`src/rtl/txf_pkg.sv`:
```
package txf_pkg;
    typedef enum logic [1:0] {
        THR_ALL  = 2'b00,
        THR_HALF = 2'b01,
        THR_3Q   = 2'b10,
        THR_ONE  = 2'b11
    } thr_code_e;
endpackage

```
`src/rtl/txf_store.sv`:
```
module txf_store #(
    parameter int DATA_W = 8,
    parameter int DEPTH  = 16,
    localparam int PTR_W = $clog2(DEPTH)
) (
    input  logic              clk,
    input  logic              we,
    input  logic [PTR_W-1:0]  waddr,
    input  logic [DATA_W-1:0] wdata,
    input  logic [PTR_W-1:0]  raddr,
    output logic [DATA_W-1:0] rdata
);
    logic [DATA_W-1:0] mem_q [DEPTH];

    always_ff @(posedge clk) begin
        if (we) mem_q[waddr] <= wdata;
    end

    assign rdata = mem_q[raddr];
endmodule

```
`src/rtl/txf_ctrl.sv`:
```
module txf_ctrl #(
    parameter int DEPTH_HI = 16,
    localparam int PTR_W = $clog2(DEPTH_HI),
    localparam int CNT_W = $clog2(DEPTH_HI + 1),
    localparam int DEPTH_LO = DEPTH_HI / 2
) (
    input  logic             clk,
    input  logic             rst_n,
    input  logic             wr_en,
    input  logic             rd_en,
    input  logic             depth_sel,
    output logic             wr_go,
    output logic [PTR_W-1:0] wptr,
    output logic [PTR_W-1:0] rptr,
    output logic [CNT_W-1:0] cnt,
    output logic [CNT_W-1:0] cap
);
    typedef struct packed {
        logic             deep;
        logic [PTR_W-1:0] rp;
        logic [PTR_W-1:0] wp;
        logic [CNT_W-1:0] cnt;
    } state_t;

    state_t st_d, st_q;
    logic   full, empty, flush, rd_go;

    function automatic logic [PTR_W-1:0] bump(input logic [PTR_W-1:0] p,
                                              input logic [CNT_W-1:0] lim);
        return (CNT_W'(p) == lim - 1'b1) ? '0 : p + 1'b1;
    endfunction

    always_comb begin
        cap   = st_q.deep ? CNT_W'(DEPTH_HI) : CNT_W'(DEPTH_LO);
        full  = (st_q.cnt == cap);
        empty = (st_q.cnt == '0);
        flush = (depth_sel != st_q.deep);
        wr_go = wr_en && !full && !flush;
        rd_go = rd_en && !empty && !flush;
        st_d  = st_q;
        if (flush) begin
            st_d.deep = depth_sel;
            st_d.rp   = '0;
            st_d.wp   = '0;
            st_d.cnt  = '0;
        end else begin
            if (wr_go) st_d.wp = bump(st_q.wp, cap);
            if (rd_go) st_d.rp = bump(st_q.rp, cap);
            st_d.cnt = st_q.cnt + CNT_W'(wr_go) - CNT_W'(rd_go);
        end
    end

    always_ff @(posedge clk or negedge rst_n) begin
        if (!rst_n) st_q <= '0;
        else        st_q <= st_d;
    end

    assign wptr = st_q.wp;
    assign rptr = st_q.rp;
    assign cnt  = st_q.cnt;

    assert_cnt_bound_R3: assert property (@(posedge clk) disable iff (!rst_n)
        st_q.cnt <= cap);
    assert_full_wr_drop_R4: assert property (@(posedge clk) disable iff (!rst_n)
        (full && wr_en && !rd_en && !flush) |=> (st_q.cnt == $past(st_q.cnt)));
    assert_empty_rd_R5: assert property (@(posedge clk) disable iff (!rst_n)
        (empty && rd_en && !wr_en && !flush) |=> (st_q.cnt == '0));
    assert_flush_R9: assert property (@(posedge clk) disable iff (!rst_n)
        flush |=> (st_q.cnt == '0 && st_q.rp == st_q.wp));
endmodule

```
`src/rtl/txf_irq.sv`:
```
module txf_irq #(
    parameter int CNT_W = 5
) (
    input  logic [CNT_W-1:0] cnt,
    input  logic [CNT_W-1:0] cap,
    input  logic [1:0]       thr,
    input  logic             tx_en,
    output logic             irq
);
    import txf_pkg::*;
    logic [CNT_W-1:0] free_n, need;

    always_comb begin
        free_n = cap - cnt;
        case (thr_code_e'(thr))
            THR_ALL:  need = cap;
            THR_HALF: need = cap >> 1;
            THR_3Q:   need = cap - (cap >> 2);
            default:  need = CNT_W'(1);
        endcase
        irq = tx_en && (free_n >= need);
    end
endmodule

```
`src/rtl/tx_fifo_thr.sv`:
```
module tx_fifo_thr #(
    parameter int DATA_W   = 8,
    parameter int DEPTH_HI = 16,
    localparam int PTR_W = $clog2(DEPTH_HI),
    localparam int CNT_W = $clog2(DEPTH_HI + 1)
) (
    input  logic              clk,
    input  logic              rst_n,
    input  logic              wr_en,
    input  logic [DATA_W-1:0] wr_data,
    input  logic              rd_en,
    input  logic              tx_en,
    input  logic              depth_sel,
    input  logic [1:0]        thr_code,
    output logic [DATA_W-1:0] head_data,
    output logic              tx_rdy,
    output logic              tx_empty,
    output logic              irq
);
    logic             wr_go;
    logic [PTR_W-1:0] wptr, rptr;
    logic [CNT_W-1:0] cnt, cap;

    txf_ctrl #(.DEPTH_HI(DEPTH_HI)) u_ctrl (
        .clk(clk), .rst_n(rst_n), .wr_en(wr_en), .rd_en(rd_en),
        .depth_sel(depth_sel), .wr_go(wr_go), .wptr(wptr), .rptr(rptr),
        .cnt(cnt), .cap(cap)
    );

    txf_store #(.DATA_W(DATA_W), .DEPTH(DEPTH_HI)) u_store (
        .clk(clk), .we(wr_go), .waddr(wptr), .wdata(wr_data),
        .raddr(rptr), .rdata(head_data)
    );

    txf_irq #(.CNT_W(CNT_W)) u_irq (
        .cnt(cnt), .cap(cap), .thr(thr_code), .tx_en(tx_en), .irq(irq)
    );

    assign tx_rdy   = (cnt != cap);
    assign tx_empty = (cnt == '0);

    assert_irq_gate_R8: assert property (@(posedge clk) disable iff (!rst_n)
        !tx_en |-> !irq);
    assert_one_is_rdy_R11: assert property (@(posedge clk) disable iff (!rst_n)
        (thr_code == 2'b11) |-> (irq == (tx_en && tx_rdy)));
    assert_all_is_empty_R11: assert property (@(posedge clk) disable iff (!rst_n)
        (thr_code == 2'b00) |-> (irq == (tx_en && tx_empty)));
    assert_empty_has_room_R12: assert property (@(posedge clk) disable iff (!rst_n)
        tx_empty |-> tx_rdy);
endmodule

```
`config.mk`:
```
export PLATFORM = sky130hd
export DESIGN_NAME = tx_fifo_thr
export DESIGN_NICKNAME = d
export VERILOG_FILES = /design/src/rtl/txf_pkg.sv /design/src/rtl/txf_store.sv /design/src/rtl/txf_ctrl.sv /design/src/rtl/txf_irq.sv /design/src/rtl/tx_fifo_thr.sv
export SDC_FILE = /design/constraint.sdc
export NUM_CORES = 1
export LEC_CHECK = 0
export ABC_AREA = 1
export CORE_UTILIZATION = 41
export DETAILED_ROUTE_END_ITERATION = 10
export GPL_TIMING_DRIVEN = 0
export HOLD_SLACK_MARGIN = 0.03
export SLEW_MARGIN = 20
export SYNTH_ARGS = -nofsm -noshare
export SYNTH_HDL_FRONTEND = slang
export SYNTH_SLANG_ARGS = --single-unit
```
`constraint.sdc`:
```
create_clock -name clk -period 2.7 [get_ports clk]
set_input_delay 0.27 -clock clk [delete_from_list [all_inputs] [get_ports clk]]
set_output_delay 0.27 -clock clk [all_outputs]
set_load 0.02 [all_outputs]
```
==> metrics.txt, run 1 <==
Total Wirelength 16,500 microns; synthesis-stage register bit count 142; Worst path slowest cell dfrtp_1; Starting Density 42.4%; Detailed Place HPWL 11,300 microns; yosys warns 0; htree depth 4; Yosys top cell by area edfxtp_1; Net Count, Synth 744; CP endpoint kind output port; pwr dens slightly above 900 mW/mm^2; routed len/inst 16.7 microns; Root Buffer Master clkbuf_16; Int Pwr 4.99 mW; Die Y-Extent about 130 microns; type of origin of the critical path register; Top delay family on crit path adder cells; Peak supply drop 0.553 mV; hold_buf cts 0; Initial DRC Count 407; CP Class register to output port; Antenna diodes 0; relative slew slack 35.6%; vias in the first global route 4,696; Syn Std Cell Area 0.00680 sq mm; area post-placement 0.00733 sq mm; CP Launch Point u_ctrl.st_q[13]; # rows between 40 and 50; maxcap violations 0; start of the worst register-to-register path u_ctrl.st_q[13]; Tmin final 2560 ps; Sw Ratio 33.3%; Critical Path Stages 12; CTS max path bufs 2; die width 131 microns; RSZ-0062 raised after global routing yes; Port Buf Inserts 26; sequential share of power 34.0%; antenna violations before repair 0; first-pass GRT wire length 26,200 microns; ys async rst share 9.86%; DRT Pass-1 Iters 5; Gate Count Post-Synth around 710; Fin. Hold Viols 0; layout cells sized above 1 between 10% and 20%; Die Area 0.0171 sq mm; clock network fraction of design power 33.9%; clock latency at the later pin of the worst-skew pair approximately 420 ps; antenna viol nets, final 0; TritonCTS clock tree done; Leakage 3.57 nW; combinational cell fraction of total power 32.1%; most frequent cell after synthesis nand2_1; gr ovfl total 0; post-synthesis cell type count 29; flop2flop setup slack about 160 ps; Bufs and invs on worst path 3; Max Fclk 0.391 GHz; DRC viols 0; Worst Slack Setup Final between 100 and 150 ps; Worst-Margin Slew 962 ps; fin util 50.5%; Pins Over Slew Limit 0; r2r endpoint u_ctrl.cnt[4]; Sw Pwr about 2.5 mW; final instance area 0.00811 sq mm; CP max FO 6; CP required 2430 ps; synth top area cells edfxtp_1 (57%), nand2_1 (12%), nand3_1 (8.2%); commonest cells in the netlist nand2_1 (213), edfxtp_1 (128), inv_1 (125), nand3_1 (112), nor2_1 (30); max incr delay on CP 370 ps; Fin Setup TNS 0 ps; Clk pin slew, worst setup/hold paths 60 ps; Sink Count approximately 140; Vias/cell 4.97; Min-Delay Path Class input pin to asynchronous set/reset pin; Power, Total 7.48 mW; Final Setup Violations 0; Final Cycle Share around 95%; Core ar. 0.0161 sq mm; RD Place Congestion 0.806; synthesized area per cell 9.61 sq um; crit-path cells buf_6 -> inv_8 -> ha_4 -> nand3_2 -> nand2_1 -> xnor2_1 -> ha_1 -> a21oi_2 -> o21ai_2 -> a21oi_2 -> nor2_1 -> buf_4; dpl ws -189 ps; Most used DFF post-synth edfxtp_1; post-synth top area share a little under three fifths; CTS buffer count 17; EDFF count, synth 128; CP arrival approximately 2300 ps; R2R depth 16; Most Frequent Cell on Critical Path a21oi_2; vias a little under 5,000; total track usage 21.3%; largest net degree at the start of global routing 17; sequential-to-total area share from yosys stat about three fifths; worst-case clock skew about 10 ps; Area Growth Syn to Fin 19.2%; io pins 27; status complete, no violations; Final #Nets between 700 and 800
-- worst max path at each step --
stage	endpoint	slack [ps]
after global routing	irq	-4
after global placement	u_ctrl.cnt[4]	-160
after floorplan	u_ctrl.cnt[4]	60
final	irq	140
after CTS	irq	-0.8
after detailed placement	u_ctrl.cnt[4]	-190
-- per-layer routing --
metal / wire length [microns] / part of all wire [%] / global-route usage [%] / vias up
li1: - / - / - / 2370
met1: 7700 / 47 / 29.0 / 2350
met2: 7500 / 46 / 33.2 / 156
met3: 983 / 6.0 / 4.97 / 21
met4: 297 / 1.8 / 7.57 / 0
met5: 0 / 0 / 0 / -
-- layout by cell type, fill, tap and decap left out, drive strengths merged --
| cell | netlist | routed |
|---|---|---|
| clkbuf | 7 | 29 |
| bufinv | 0 | 5 |
| xnor2 | 3 | 3 |
| buf | 24 | 24 |
| ha | 19 | 19 |
| xor2 | 7 | 7 |
| clkinvlp | 0 | 5 |
| inv | 126 | 125 |
| nor2 | 32 | 32 |
| dlymetal6s2s | 0 | 5 |
| nand3b | 1 | 1 |
| o2bb2ai | 1 | 1 |
| edfxtp | 128 | 128 |
| o21ai | 6 | 6 |
| dfrtp | 14 | 14 |
| dlygate4sd2 | 0 | 3 |
| fa | 1 | 1 |
| nand4 | 1 | 1 |
| nand2 | 216 | 216 |
| o211ai | 1 | 1 |
| clkdlybuf4s50 | 0 | 17 |
| nand3 | 112 | 112 |
| a21oi | 8 | 8 |
| clkinv | 1 | 7 |
-- flip-flops by register name (all words and copies together) (netlist names) --
| register | flops |
|---|---|
| u_ctrl.cnt | 5 |
| u_ctrl.st_q | 1 |
| u_ctrl.wptr | 4 |
| u_store.mem_q | 128 |
| u_ctrl.rptr | 4 |
-- power groups by stage --
stage / clock network (mW) / logic [mW] / registers, mW
CTS: 2.57 / 2.31 / 2.54
finish: 2.54 / 2.40 / 2.54
detailed placement: 0 / 2.27 / 2.59
floorplan: 0 / 1.48 / 2.57
global route: 2.66 / 2.67 / 2.55
global placement: 0 / 2.23 / 2.58
-- layout make-up --
type	count	area [sq um]
Inverter	127	488
Clock buffer	17	425
Tap cell	216	270
Timing Repair Buffer	30	297
Fill cell	1442	7950
Buffer	31	201
Sequential cell	142	4190
Multi-Input combinational cell	408	2010
Clock inverter	15	220
-- stage by stage --
step,cells,hold slack [ps]
after floorplan,708,-25.6
after global placement,950,578
after detailed placement,950,596
after CTS,984,301
after global routing,986,335
final,986,305
-- timing repair --
action	in CTS	in global routing
gates resized for setup	24	26
setup endpoints to repair	12	8
buffers inserted	2	2
pin swaps	2	5
hold endpoints to repair	0	0
-- kinds of logic (layout without fill, tap and decap cells) --
family          count (synthesis)  in the layout  synth area share, %
buf+inv                       158            220                 9.44
compound gates                 16             16                 1.27
xor+xnor                       10             10                 1.40
flops                         142            142                 61.7
fa+ha+maj                      20             20                 3.79
simple gates                  362            362                 22.5
Power figures use the tool's default switching activity.
==> run 2: changes to the inputs <==
--- a/config.mk
+++ b/config.mk
@@ -10,6 +10,7 @@
 export DETAILED_ROUTE_END_ITERATION = 10
 export GPL_TIMING_DRIVEN = 0
 export HOLD_SLACK_MARGIN = 0.03
+export PLACE_DENSITY_LB_ADDON = 0.3
 export SLEW_MARGIN = 20
 export SYNTH_ARGS = -nofsm -noshare
 export SYNTH_HDL_FRONTEND = slang
==> run 2 against run 1 <==
Core utilization decreased by 0.078 points. Cell count increased by 0.20%. First-iteration DRC count increased by 33%. Clock power decreased by 3%. Non-clock buffer count increased by 2. Maximum frequency decreased by 1.0%. Flip-flop and latch count unchanged. Hold slack got worse by 32 ps. Critical path depth decreased by 1.
==> metrics.txt, run 2 (synthesized netlist as in run 1, its figures left out) <==
Core ar. 0.0161 sq mm (unchanged); CTS buffer count 17 (unchanged); Bufs and invs on worst path 2 (-1); Sw Pwr 2.48 mW (-0.13%); Tmin final 2580 ps (+26.6 ps); Final Cycle Share 95.7% (+0.99 points); Antenna diodes 0 (unchanged); Final Setup Violations 0 (unchanged); type of origin of the critical path register; Fin. Hold Viols 0 (unchanged); pwr dens 913 mW/mm^2 (-1.0%); clock network fraction of design power 33.4% (-0.5 points); relative slew slack 35.8% (+0.15 points); vias 4,874 (-0.47%); Detailed Place HPWL 10,900 microns (-3.1%); CP arrival 2310 ps (+20 ps); Final #Nets 795 (+0.25%); RSZ-0062 raised after global routing no; layout cells sized above 1 10.9% (-0.16 points); Hold Slack 274 ps (-31.6 ps); io pins 27 (unchanged); die width 131 microns (unchanged); CP endpoint kind output port; Max Fclk 0.387 GHz (-1.0%); worst-case clock skew 7.98 ps (-2.42 ps); Worst path slowest cell dfrtp_1; first-pass GRT wire length 24,900 microns (-4.8%); largest net degree at the start of global routing 17 (unchanged); most frequent cells in the layout nand2_1 (213), edfxtp_1 (128), inv_1 (123), nand3_1 (111), nor2_1 (30); Die Y-Extent 131 microns (unchanged); Vias/cell 4.93 (-0.67%); Total Wirelength 16,300 microns (-1.2%); DRC viols 0 (unchanged); Root Buffer Master clkbuf_16; Biggest register u_store.mem_q; Starting Density 42.4% (unchanged); clock latency at the later pin of the worst-skew pair 430 ps (about the same); # rows 46 (unchanged); CP max FO 3 (-3); CP required 2430 ps (about the same); Fin Setup TNS 0 ps (unchanged); vias in the first global route 4,488 (-4.4%); max FFs per register 128 (unchanged); combinational cell fraction of total power 32.2% (about the same); routed len/inst 16.5 microns (-1.4%); gr ovfl total 0 (unchanged); antenna viol nets, final 0 (unchanged); antenna violations before repair 0 (unchanged); status complete, no violations; Int Pwr 4.91 mW (-1.7%); Peak supply drop 0.513 mV (-7.2%); Top delay family on crit path adder cells; DRT Pass-1 Iters 5 (unchanged); htree depth 4 (unchanged); Initial DRC Count 540 (+33%); RD Place Congestion 0.832 (+3.3%); Die Area 0.0171 sq mm (unchanged); Leakage 3.59 nW (+0.54%); TritonCTS clock tree done; Sw Ratio 33.6% (+0.35 points); hold_buf cts 0 (unchanged); max incr delay on CP 390 ps (+20 ps); biggest regs u_store.mem_q (128), u_ctrl.cnt (5); Area Growth Syn to Fin 19.0%; Min-Delay Path Class input pin to asynchronous set/reset pin; CP Class register to output port; crit-path cells inv_1 -> ha_4 -> nand3_2 -> nand2_1 -> xnor2_2 -> ha_1 -> a21oi_2 -> o21ai_1 -> a21oi_1 -> nor2_1 -> buf_4; maxcap violations 0 (unchanged); fin util 50.4% (-0.078 points); CTS max path bufs 2 (unchanged); Pins Over Slew Limit 0 (unchanged); Worst-Margin Slew 960 ps (-2.32 ps); sequential share of power 34.4% (+0.4 points); Sink Count 142 (unchanged); Clk pin slew, worst setup/hold paths 60 ps (about the same); Port Buf Inserts 26 (unchanged); leading cell type in the layout, fill and taps excluded nand2_1; total track usage 20.7% (-0.61 points)
==> run 2: worst reg2reg max path: stages, from the launching register on <==
cell     delay (ps)
dfrtp_1         390
inv_1           160
ha_4            240
nand3_2          90
nor2_2           60
nor2_4          110
nand2_4          60
buf_6           140
ha_1            260
inv_1            50
ha_2            180
fa_2            360
nand3_1          80
nand2_1          70
xor2_1          130
nor2_1           50
==> run 2: area by class of cell <==
cell class                      count  area (sq um)
Sequential cell                   142          4190
Inverter                          127           484
Timing Repair Buffer               32           319
Multi-Input combinational cell    408          2010
Clock buffer                       17           425
Fill cell                        1424          7960
Buffer                             31           198
Clock inverter                     15           195
Tap cell                          216           270
==> run 2: path summary, 6_finish.rpt <==
kind / endpoint / startpoint / depth (start not counted) / slack (ps)
max: irq / u_ctrl.cnt[3] / 11 / 120
max reg2reg: u_ctrl.cnt[4] / u_ctrl.cnt[3] / 15 / 150
min: u_ctrl.st_q[13] / rst_n / 1 / 270
min in group clk: u_ctrl.st_q[13] / depth_sel / 2 / 520
max in group asynchronous: u_ctrl.cnt[3] / rst_n / 1 / 1970
min reg2reg: u_ctrl.rptr[1] / u_ctrl.rptr[1] / 3 / 600
==> run 2: power by group through the flow <==
stage	registers (mW)	clock network, mW	logic, mW
global route	2.55	2.59	2.64
floorplan	2.57	0	1.48
finish	2.54	2.47	2.38
CTS	2.54	2.48	2.33
detailed placement	2.59	0	2.25
global placement	2.58	0	2.23
==> run 2: layer usage <==
| layer | track usage, % | up-vias | share of wire, % |
|---|---|---|---|
| li1 | - | 2369 | - |
| met1 | 28.3 | 2293 | 45 |
| met2 | 31.9 | 186 | 46 |
| met3 | 4.07 | 26 | 6.5 |
| met4 | 9.40 | 0 | 2.3 |
| met5 | 0 | - | 0 |
==> run 2: repair_timing <==
item,CTS,global route
buffers inserted,4,2
cloned,0,0
gates resized for setup,27,18
pin swaps,2,5
setup endpoints to repair,11,12
==> run 2: per-stage QoR <==
stage / instance area, sq um / cells / power, mW / setup slack [ps]
floorplan: 6800 / 708 / 4.06 / 63.0
global placement: 7330 / 950 / 4.81 / -215
detailed placement: 7330 / 950 / 4.83 / -230
CTS: 8020 / 986 / 7.35 / 5.25
global route: 8100 / 988 / 7.78 / 8.95
finish: 8100 / 988 / 7.39 / 117
